`config.mk`:
```
export PLATFORM = sky130hd
export DESIGN_NAME = pci_win_decoder
export DESIGN_NICKNAME = d
export VERILOG_FILES = /design/src/rtl/pwd_pkg.sv /design/src/rtl/pwd_cfg_regs.sv /design/src/rtl/pwd_win_match.sv /design/src/rtl/pwd_prio_pick.sv /design/src/rtl/pci_win_decoder.sv
export SDC_FILE = /design/constraint.sdc
export NUM_CORES = 1
export LEC_CHECK = 0
export ABC_AREA = 1
export BUFFER_PORTS_ARGS = -buffer_cell sky130_fd_sc_hd__buf_2
export CORE_ASPECT_RATIO = 1.1
export CORE_MARGIN = 5
export CORE_UTILIZATION = 33
export DETAILED_ROUTE_END_ITERATION = 6
export PLACE_DENSITY = 0.5
export SLEW_MARGIN = 20
export SYNTH_ARGS = -nofsm -noshare
export SYNTH_HDL_FRONTEND = slang
export SYNTH_SLANG_ARGS = --single-unit
```
`constraint.sdc`:
```
create_clock -name clk_i -period 4.4 [get_ports clk_i]
set_clock_uncertainty 0.1 [all_clocks]
set_input_delay 0.44 -clock clk_i [delete_from_list [all_inputs] [get_ports clk_i]]
set_output_delay 0.44 -clock clk_i [all_outputs]
set_load 0.03 [all_outputs]
```
`src/rtl/pwd_pkg.sv`:
```
package pwd_pkg;
  localparam int ADDR_W        = 32;
  localparam int HI_W          = 16;
  localparam int TYPE_W        = 4;
  localparam int ATTR_RD       = 0;
  localparam int ATTR_WR       = 1;
  localparam int ATTR_POST     = 2;
  localparam int ATTR_TYPE_LSB = 4;

  typedef enum logic [1:0] {
    REG_LO   = 2'd0,
    REG_HI   = 2'd1,
    REG_OFF  = 2'd2,
    REG_ATTR = 2'd3
  } cfg_reg_e;

  typedef struct packed {
    logic [HI_W-1:0]   lo;
    logic [HI_W-1:0]   hi;
    logic [HI_W-1:0]   off;
    logic              rd_en;
    logic              wr_en;
    logic              post_en;
    logic [TYPE_W-1:0] xtype;
  } win_cfg_t;
endpackage

```
`src/rtl/pwd_cfg_regs.sv`:
```
module pwd_cfg_regs
  import pwd_pkg::*;
#(
  parameter int NUM_WIN = 4,
  localparam int WIN_W  = (NUM_WIN > 1) ? $clog2(NUM_WIN) : 1
) (
  input  logic            clk_i,
  input  logic            rst_ni,
  input  logic            we_i,
  input  logic [WIN_W-1:0] win_i,
  input  logic [1:0]      reg_i,
  input  logic [HI_W-1:0] wdata_i,
  output win_cfg_t        cfg_o [NUM_WIN]
);
  for (genvar w = 0; w < NUM_WIN; w++) begin : g_win
    win_cfg_t cfg_q;
    always_ff @(posedge clk_i or negedge rst_ni) begin
      if (!rst_ni) begin
        cfg_q <= '0;
      end else if (we_i && (win_i == WIN_W'(w))) begin
        unique case (cfg_reg_e'(reg_i))
          REG_LO:  cfg_q.lo  <= wdata_i;
          REG_HI:  cfg_q.hi  <= wdata_i;
          REG_OFF: cfg_q.off <= wdata_i;
          REG_ATTR: begin
            cfg_q.rd_en   <= wdata_i[ATTR_RD];
            cfg_q.wr_en   <= wdata_i[ATTR_WR];
            cfg_q.post_en <= wdata_i[ATTR_POST];
            cfg_q.xtype   <= wdata_i[ATTR_TYPE_LSB +: TYPE_W];
          end
          default: ;
        endcase
      end
    end
    assign cfg_o[w] = cfg_q;
  end
endmodule

```
`src/rtl/pwd_win_match.sv`:
```
module pwd_win_match
  import pwd_pkg::*;
(
  input  win_cfg_t        cfg_i,
  input  logic [HI_W-1:0] hi_addr_i,
  input  logic            write_i,
  output logic            hit_o
);
  logic in_range;
  logic dir_ok;
  assign in_range = (hi_addr_i >= cfg_i.lo) && (hi_addr_i <= cfg_i.hi);
  assign dir_ok   = write_i ? cfg_i.wr_en : cfg_i.rd_en;
  assign hit_o    = in_range && dir_ok;
endmodule

```
`src/rtl/pwd_prio_pick.sv`:
```
module pwd_prio_pick #(
  parameter int NUM_WIN = 4,
  localparam int WIN_W  = (NUM_WIN > 1) ? $clog2(NUM_WIN) : 1
) (
  input  logic [NUM_WIN-1:0] hit_i,
  output logic               any_o,
  output logic [WIN_W-1:0]   idx_o
);
  // lowest index wins: scan from the top so the last match kept is the lowest
  always_comb begin
    any_o = 1'b0;
    idx_o = '0;
    for (int i = NUM_WIN - 1; i >= 0; i--) begin
      if (hit_i[i]) begin
        any_o = 1'b1;
        idx_o = WIN_W'(i);
      end
    end
  end
endmodule

```
`src/rtl/pci_win_decoder.sv`:
```
module pci_win_decoder
  import pwd_pkg::*;
#(
  parameter int NUM_WIN = 4,
  localparam int WIN_W  = (NUM_WIN > 1) ? $clog2(NUM_WIN) : 1
) (
  input  logic              clk_i,
  input  logic              rst_ni,
  input  logic              cfg_we_i,
  input  logic [WIN_W-1:0]  cfg_win_i,
  input  logic [1:0]        cfg_reg_i,
  input  logic [HI_W-1:0]   cfg_wdata_i,
  input  logic              acc_valid_i,
  input  logic              acc_write_i,
  input  logic [ADDR_W-1:0] acc_addr_i,
  output logic              hit_o,
  output logic [WIN_W-1:0]  win_o,
  output logic [ADDR_W-1:0] host_addr_o,
  output logic              post_o,
  output logic [TYPE_W-1:0] xfer_type_o
);
  localparam int LO_W = ADDR_W - HI_W;

  win_cfg_t             cfg [NUM_WIN];
  logic [NUM_WIN-1:0]   raw_hit;
  logic [NUM_WIN-1:0]   hit_vec;
  logic                 any_hit;
  logic [WIN_W-1:0]     pick;
  win_cfg_t             sel_cfg;
  logic [HI_W-1:0]      hi_addr;

  assign hi_addr = acc_addr_i[ADDR_W-1:LO_W];

  pwd_cfg_regs #(.NUM_WIN(NUM_WIN)) u_regs (
    .clk_i   (clk_i),
    .rst_ni  (rst_ni),
    .we_i    (cfg_we_i),
    .win_i   (cfg_win_i),
    .reg_i   (cfg_reg_i),
    .wdata_i (cfg_wdata_i),
    .cfg_o   (cfg)
  );

  for (genvar w = 0; w < NUM_WIN; w++) begin : g_match
    pwd_win_match u_match (
      .cfg_i     (cfg[w]),
      .hi_addr_i (hi_addr),
      .write_i   (acc_write_i),
      .hit_o     (raw_hit[w])
    );
  end

  assign hit_vec = raw_hit & {NUM_WIN{acc_valid_i}};

  pwd_prio_pick #(.NUM_WIN(NUM_WIN)) u_pick (
    .hit_i (hit_vec),
    .any_o (any_hit),
    .idx_o (pick)
  );

  assign sel_cfg = cfg[pick];

  always_ff @(posedge clk_i or negedge rst_ni) begin
    if (!rst_ni) begin
      hit_o       <= 1'b0;
      win_o       <= '0;
      host_addr_o <= '0;
      post_o      <= 1'b0;
      xfer_type_o <= '0;
    end else if (any_hit) begin
      hit_o       <= 1'b1;
      win_o       <= pick;
      host_addr_o <= {hi_addr + sel_cfg.off, acc_addr_i[LO_W-1:0]};
      post_o      <= acc_write_i && sel_cfg.post_en;
      xfer_type_o <= sel_cfg.xtype;
    end else begin
      hit_o       <= 1'b0;
      win_o       <= '0;
      host_addr_o <= '0;
      post_o      <= 1'b0;
      xfer_type_o <= '0;
    end
  end
endmodule

```
# Word level (Yosys, flattened, before mapping)

Index checks and enable logic that the tools add are counted.

Register bits: 260
Word-level logic and storage cells: 102

Add/sub/neg operators: 1
Order comparisons: 9
Eq/ne operators: 6
Mux-type cells: 20
Bitwise logic cells: 2
Reduce and logical (&&, ||, !) cells: 31

Operators by type and width:

| operator                                                         | count |
|---|---|
| 55-bit binary-select mux with 2-bit select                       | 1 |
| 16-bit >= comparator                                             | 4 |
| 16-bit less-or-equal comparator                                  | 4 |
| 23-bit 2-to-1 mux                                                | 2 |
| 32-bit 2-to-1 mux                                                | 1 |
| 2-bit AND reduction                                              | 16 |
| 16-bit adder                                                     | 1 |
| 1-bit logical AND                                                | 13 |
| 1-bit 2-to-1 mux                                                 | 10 |
| 2-bit 2-to-1 mux                                                 | 5 |
| 2-bit == test (second input constant)                            | 4 |
| 4-bit bitwise AND                                                | 1 |
| 2-bit by 1-bit == test with 1-bit output (second input constant) | 2 |
| 2-bit logical NOT                                                | 2 |
| 4-bit 2-to-1 mux                                                 | 1 |
| 3-bit >= comparator (second input constant)                      | 1 |
| 2-bit inverter with 3-bit output                                 | 1 |

# Depth between registers and ports, before layout

Depth after elaboration: 14
Gate-level depth with buffers: 37
Depth with buffers taken out: 35

# Hierarchy

A second synthesis with hierarchy kept.

Cell total of the unflattened synthesis: 2007
Area, all modules: 15169.5 um^2

By module, submodules not included:

| module          | instances | cells each | area an instance (um^2) |
|---|---|---|---|
| pwd_cfg_regs    | 1         | 1025       | 8892.3 |
| pwd_win_match   | 4         | 140        | 865.8 |
| pci_win_decoder | 1         | 414        | 2777.7 |
| pwd_prio_pick   | 1         | 8          | 36.3 |

# Worst setup path after synthesis

Ideal clock, no wire load.

Kind: input-to-reg
From: in acc_addr_i[16]
To: reg host_addr_o[28]
Setup time: 77 ps
Arrival time: 3896 ps
Required time: 4223 ps
Path slack: 326 ps
Stages on the path: 35
Path through: inv_1 > ha_1 > nand2_1 > nor2_1 > nor2_1 > nand2_1 > nand2_1 > nand2_1 > nand2_1 > nand2_1 > nand2_1 > nor2_1 > nand2_1 > nand2_2 > nand2_4 > buf_6 > buf_2 > o21ai_1 > o22ai_1 > ha_1 > inv_1 > fa_1 > nor2_2 > nand2_1 > nand2_1 > nand2_1 > o21ai_2 > nand2_1 > nand2_1 > a21o_1 > inv_2 > o21a_1 > o21ai_1 > o21ai_1 > a21oi_1

Cells in the longest elaborated chain, start to end: 14

RTL lines:

| what                                                                    | RTL line              | text |
|---|---|---|
| from (decl)                                                             | pci_win_decoder.sv:15 | `input logic [ADDR_W-1:0] acc_addr_i,` |
| 16-bit >= comparator or 16-bit less-or-equal comparator (tied branches) | pwd_win_match.sv:11   | `assign in_range = (hi_addr_i >= cfg_i.lo) && (hi_addr_i <= cfg_i.hi);` |
| 1-bit logical AND                                                       | pwd_win_match.sv:11   |  |
| 1-bit logical AND                                                       | pwd_win_match.sv:13   | `assign hit_o = in_range && dir_ok;` |
| 4-bit bitwise AND                                                       | pci_win_decoder.sv:53 | `assign hit_vec = raw_hit & {NUM_WIN{acc_valid_i}};` |
| 2-bit 2-to-1 mux (4 in series)                                          | pwd_prio_pick.sv:14   | `if (hit_i[i]) begin` |
| 2-bit inverter with 3-bit output (implied by the code)                  | pci_win_decoder.sv:61 | `assign sel_cfg = cfg[pick];` |
| 55-bit binary-select mux with 2-bit select                              | pci_win_decoder.sv:61 |  |
| 23-bit 2-to-1 mux (implied by the code) (2 in series)                   | pci_win_decoder.sv:61 |  |
| 16-bit adder                                                            | pci_win_decoder.sv:73 | `host_addr_o <= {hi_addr + sel_cfg.off, acc_addr_i[LO_W-1:0]};` |
| 32-bit 2-to-1 mux (*)                                                   | pci_win_decoder.sv:70 | `end else if (any_hit) begin` |
| to (signal assigned)                                                    | pci_win_decoder.sv:73 |  |
| to (decl)                                                               | pci_win_decoder.sv:18 | `output logic [ADDR_W-1:0] host_addr_o,` |

Every way passes the cells marked *; elsewhere a longest branch is shown, timed or not. The select of a mux whose other input is x is not followed.
A chain may end at the register's enable or synchronous reset.

# Final worst setup path

From: reg u_regs.g_win[2].cfg_q, in the netlist u_regs.cfg_o[97]
To: reg host_addr_o[28]

Cells in the longest elaborated chain, start to end: 13

RTL lines:

| what                                                   | RTL line              | text |
|---|---|---|
| from (decl)                                            | pwd_cfg_regs.sv:16    | `win_cfg_t cfg_q;` |
| 16-bit >= comparator (*)                               | pwd_win_match.sv:11   |  |
| 1-bit logical AND (*)                                  | pwd_win_match.sv:11   |  |
| 1-bit logical AND (*)                                  | pwd_win_match.sv:13   |  |
| 4-bit bitwise AND (*)                                  | pci_win_decoder.sv:53 |  |
| 2-bit 2-to-1 mux (3 in series)                         | pwd_prio_pick.sv:14   |  |
| 2-bit inverter with 3-bit output (implied by the code) | pci_win_decoder.sv:61 |  |
| 55-bit binary-select mux with 2-bit select             | pci_win_decoder.sv:61 |  |
| 23-bit 2-to-1 mux (implied by the code) (2 in series)  | pci_win_decoder.sv:61 |  |
| 16-bit adder                                           | pci_win_decoder.sv:73 |  |
| 32-bit 2-to-1 mux (*)                                  | pci_win_decoder.sv:70 |  |

Marks and branches as above.

==> impl_metrics.xml <==
<?xml version="1.0" encoding="UTF-8"?>
<metrics>
  <group name="route">
    <metric name="routed-via-count" unit="">11500</metric>
    <metric name="drcViolationCount" unit="">0</metric>
    <metric name="drt-total-wl" unit="um">41400</metric>
    <metric name="initialDrtViolationCount" unit="">737</metric>
    <metric name="routed_via_density" unit="">4.72</metric>
    <metric name="routedWlPerCell" unit="um">17.0</metric>
    <metric name="detailedRoute.firstPassIterationCount" unit="">5</metric>
    <metric name="drt.antenna.violating_nets" unit="">0</metric>
  </group>
  <group name="yosys">
    <metric name="synth.yosys.warnings" unit="">0</metric>
    <metric name="synth.ff_latch_count" unit="">260</metric>
    <metric name="yosys.area.top_type_share" unit="%">47.0</metric>
    <metric name="synth_top_family_by_area" unit="">simple AND/OR/NAND/NOR gates</metric>
    <metric name="ys_types" unit="">36</metric>
    <metric name="synth_enable_flop_cells" unit="">0</metric>
    <metric name="asr_flop_ratio_synth" unit="%">100</metric>
    <metric name="synth_fa_ha_area_share" unit="%">13.3</metric>
    <metric name="synth-seq-area-share" unit="%">47.0</metric>
    <metric name="synth_top_area_cell" unit="">sky130_fd_sc_hd__dfrtp_1</metric>
    <metric name="syn_area_per_cell" unit="um^2">8.29</metric>
    <metric name="muxShareOfSynthArea" unit="%">0</metric>
    <metric name="syn_nets" unit="">1873</metric>
    <metric name="synth_compound_gate_area_share" unit="%">14.7</metric>
    <metric name="post_synth_instance_area" unit="mm^2">0.0138</metric>
    <metric name="synth_xor_area_share" unit="%">0.253</metric>
    <metric name="netlist_instances" unit="">1670</metric>
    <metric name="dominantRegCellSynth" unit="">sky130_fd_sc_hd__dfrtp_1</metric>
    <metric name="synthTopCellsByArea" unit="">sky130_fd_sc_hd__dfrtp_1, sky130_fd_sc_hd__ha_1, sky130_fd_sc_hd__nand2_1</metric>
    <metric name="post_synth_and_or_nand_nor_area_fraction" unit="%">16.5</metric>
  </group>
  <group name="setup_path">
    <metric name="crit_type" unit="">flop to flop</metric>
    <metric name="max_stage_delay" unit="ns">0.37</metric>
    <metric name="critPathArrivalTime" unit="ns">4.72</metric>
    <metric name="path_max_fanout" unit="">8</metric>
    <metric name="cp.required" unit="ns">4.78</metric>
    <metric name="most_prevalent_standard_cell_on_the_critical_path" unit="">sky130_fd_sc_hd__nand2_1</metric>
    <metric name="timing.critical_path.from_type" unit="">flop</metric>
    <metric name="end_kind" unit="">flop</metric>
    <metric name="critPathSlowestCell" unit="">sky130_fd_sc_hd__dfrtp_1</metric>
  </group>
  <group name="floorplanning">
    <metric name="die_x_extent" unit="um">205</metric>
    <metric name="die_area" unit="mm^2">0.0461</metric>
    <metric name="initial_utilization" unit="%">33.4</metric>
    <metric name="io_pins" unit="">97</metric>
    <metric name="count_of_standard_cell_rows" unit="">78</metric>
    <metric name="placeableCoreArea" unit="mm^2">0.0414</metric>
    <metric name="die_height" unit="um">225</metric>
  </group>
  <group name="final_layout">
    <metric name="final_core_utilization" unit="%">41.6</metric>
    <metric name="num-fill-cells" unit="">4242</metric>
    <metric name="instances_no_fill" unit="">2434</metric>
    <metric name="area_growth_syn_to_layout" unit="%">24.3</metric>
    <metric name="layout-drive-gt1-share" unit="%">18.7</metric>
    <metric name="finish.instance_area" unit="mm^2">0.0172</metric>
    <metric name="antenna_cells" unit="">0</metric>
    <metric name="nets" unit="">2056</metric>
  </group>
  <group name="timing">
    <metric name="setup_viol_count_final" unit="">0</metric>
    <metric name="fin_tns_setup" unit="ns">0</metric>
    <metric name="postLayoutSetupSlackWorst" unit="ns">0.0621</metric>
    <metric name="timing_worst_slew_pin_value" unit="ns">1.05</metric>
    <metric name="worst_slew_margin_relative_to_its_limit" unit="%">29.5</metric>
    <metric name="finalHoldWorstSlack" unit="ns">0.104</metric>
    <metric name="finalHoldViolCount" unit="">0</metric>
    <metric name="slew_violations" unit="">0</metric>
    <metric name="setup_repair_after_global_routing_missed_its_margin" unit="">true</metric>
    <metric name="clock.fmax" unit="GHz">0.231</metric>
    <metric name="finalCriticalPeriod" unit="ns">4.34</metric>
    <metric name="min_period_over_period" unit="%">98.6</metric>
  </group>
  <group name="outcome">
    <metric name="status" unit="">finished, final reports clean</metric>
  </group>
  <group name="cts">
    <metric name="cts_max_level" unit="">1</metric>
    <metric name="path_clk_slew" unit="ns">0.06</metric>
    <metric name="cts.sinks" unit="">260</metric>
    <metric name="clk_path_buf_depth" unit="">3</metric>
    <metric name="insertion_delay" unit="ns">0.58</metric>
    <metric name="clock_tree_from_tritoncts" unit="">built</metric>
    <metric name="number_of_cts_inserted_buffers" unit="">30</metric>
    <metric name="cts-root-buf" unit="">sky130_fd_sc_hd__clkbuf_16</metric>
  </group>
  <group name="power">
    <metric name="cell_area_power_density" unit="mW/mm^2">479</metric>
    <metric name="max-vdd-ir-drop" unit="mV">0.218</metric>
    <metric name="leakage_power_figure" unit="nW">8.77</metric>
    <metric name="total_power" unit="mW">8.25</metric>
  </group>
  <group name="placed_design">
    <metric name="hpwl_reported_at_the_end_of_detailed_placement" unit="um">28400</metric>
    <metric name="place_worst_setup_slack" unit="ns">-0.331</metric>
    <metric name="place.gp.congestion" unit="">0.823</metric>
    <metric name="place.detailed.instances" unit="">2354</metric>
    <metric name="dpl_cell_area" unit="mm^2">0.0155</metric>
    <metric name="buffer_ports.inserted" unit="">96</metric>
  </group>
  <group name="global_route">
    <metric name="antenna_found_initial" unit="">0</metric>
    <metric name="grt_pass1_wl" unit="um">64700</metric>
    <metric name="largest_net_degree_at_the_start_of_global_routing" unit="">97</metric>
    <metric name="first_global_vias" unit="">11200</metric>
    <metric name="globalRoute.totalOverflow" unit="">0</metric>
    <metric name="grt_use_total" unit="%">17.7</metric>
  </group>
  <group name="job">
    <metric name="maximum_capacitance_violations" unit="">0</metric>
  </group>
  <group name="worst_hold_path">
    <metric name="min-delay-path-class" unit="">input pin to flop</metric>
  </group>
</metrics>
-- path summary, 6_finish.rpt --
path / end / start / slack [ns] / cells past startpoint
hold / removal: post_o$_DFF_PN0_ / acc_write_i / 0.10 / 3
setup reg to reg: host_addr_o[28]$_DFF_PN0_ / u_regs.cfg_o[97]$_DFFE_PN0P_ / 0.06 / 32
max in group asynchronous: hit_o$_DFF_PN0_ / rst_ni / 2.78 / 3
min in group asynchronous: u_regs.cfg_o[197]$_DFFE_PN0P_ / rst_ni / 0.37 / 2
hold reg to reg: u_regs.cfg_o[60]$_DFFE_PN0P_ / u_regs.cfg_o[60]$_DFFE_PN0P_ / 0.38 / 2
setup / recovery: host_addr_o[28]$_DFF_PN0_ / u_regs.cfg_o[97]$_DFFE_PN0P_ / 0.06 / 32
-- registers in the layout, summed over array words and instances (netlist names) --
signal,count
post_o,1
xfer_type_o,4
win_o,2
host_addr_o,32
u_regs.cfg_o,220
hit_o,1
-- critical path: cells and delay by family, from the launching register on --
kind | cells | cell delay [ns]
AOI/OAI and AO/OA | 9 | 1.33
DFF | 1 | 0.37
buffers and inverters | 6 | 0.44
adders and majority gates | 2 | 0.63
and+or+nand+nor | 15 | 1.38
-- power by group --
| part | switching (mW) | internal, mW |
|---|---|---|
| Sequential | 0.251 | 2.87 |
| Combinational | 1.52 | 1.06 |
| Clock | 1.02 | 1.53 |
| Total | 2.79 | 5.45 |
-- cell usage in the layout, fill, tap and decap left out, types with 31 or more instances in the layout --
| master | count |
|---|---|
| sky130_fd_sc_hd__a21oi_1 | 66 |
| sky130_fd_sc_hd__o21ai_0 | 245 |
| sky130_fd_sc_hd__dfrtp_1 | 260 |
| sky130_fd_sc_hd__inv_1 | 204 |
| sky130_fd_sc_hd__clkbuf_16 | 31 |
| sky130_fd_sc_hd__ha_1 | 133 |
| sky130_fd_sc_hd__nand2_1 | 364 |
| sky130_fd_sc_hd__o21ai_1 | 31 |
| sky130_fd_sc_hd__buf_4 | 100 |
| sky130_fd_sc_hd__nor2_1 | 123 |
| sky130_fd_sc_hd__buf_2 | 95 |
-- Yosys cell counts (2+ instances only) --
cell                       count
sky130_fd_sc_hd__nand2_1     384
sky130_fd_sc_hd__dfrtp_1     260
sky130_fd_sc_hd__o21ai_0     249
sky130_fd_sc_hd__inv_1       212
sky130_fd_sc_hd__ha_1        145
sky130_fd_sc_hd__nor2_1      133
sky130_fd_sc_hd__a21oi_1      76
sky130_fd_sc_hd__clkbuf_1     57
sky130_fd_sc_hd__o21ai_1      34
sky130_fd_sc_hd__nand3_1      27
sky130_fd_sc_hd__nor3_1       14
sky130_fd_sc_hd__o22ai_1      14
sky130_fd_sc_hd__nand4_1      12
sky130_fd_sc_hd__buf_2         7
sky130_fd_sc_hd__inv_2         6
sky130_fd_sc_hd__a21o_1        4
sky130_fd_sc_hd__o21a_1        4
sky130_fd_sc_hd__buf_4         3
sky130_fd_sc_hd__buf_6         3
sky130_fd_sc_hd__o21bai_1      3
sky130_fd_sc_hd__a31oi_1       2
sky130_fd_sc_hd__nand3_2       2
sky130_fd_sc_hd__nor2_2        2
sky130_fd_sc_hd__o21ai_2       2
sky130_fd_sc_hd__o31ai_1       2
sky130_fd_sc_hd__xnor2_1       2
sky130_fd_sc_hd__xor2_1        2
-- cell type report --
class,instances,area (um^2),area share (%)
inverters,220,836,4.86
well taps,560,701,4.07
clock inverters,8,92.6,0.538
flip-flops and latches,260,6510,37.8
clock buffers,45,908,5.28
multi-input cells,1119,6610,38.4
repair buffers,222,1560,9.04
-- routing by layer --
metal	track usage, %	wire (um)
met5	0	0
met3	2.08	1570
met1	25.3	19700
met4	4.32	906
met2	28.9	19200
-- repair_timing --
| action | 4_1_cts | 5_1_grt |
|---|---|---|
| resized for setup | 0 | 98 |
| hold buffers | 17 | 0 |
| hold endpoints to repair | 105 | 0 |
| setup endpoints to repair | 0 | 7 |
| setup buffers | 0 | 14 |
-- kinds of logic (layout without fill, tap and decap cells) --
group	Yosys count	count (layout)
flops	260	260
xor+xnor	4	4
compound gates	391	391
fa+ha+maj	146	146
buf+inv	291	495
simple gates	578	578
Note: power is estimated with default switching activity, not from simulation.
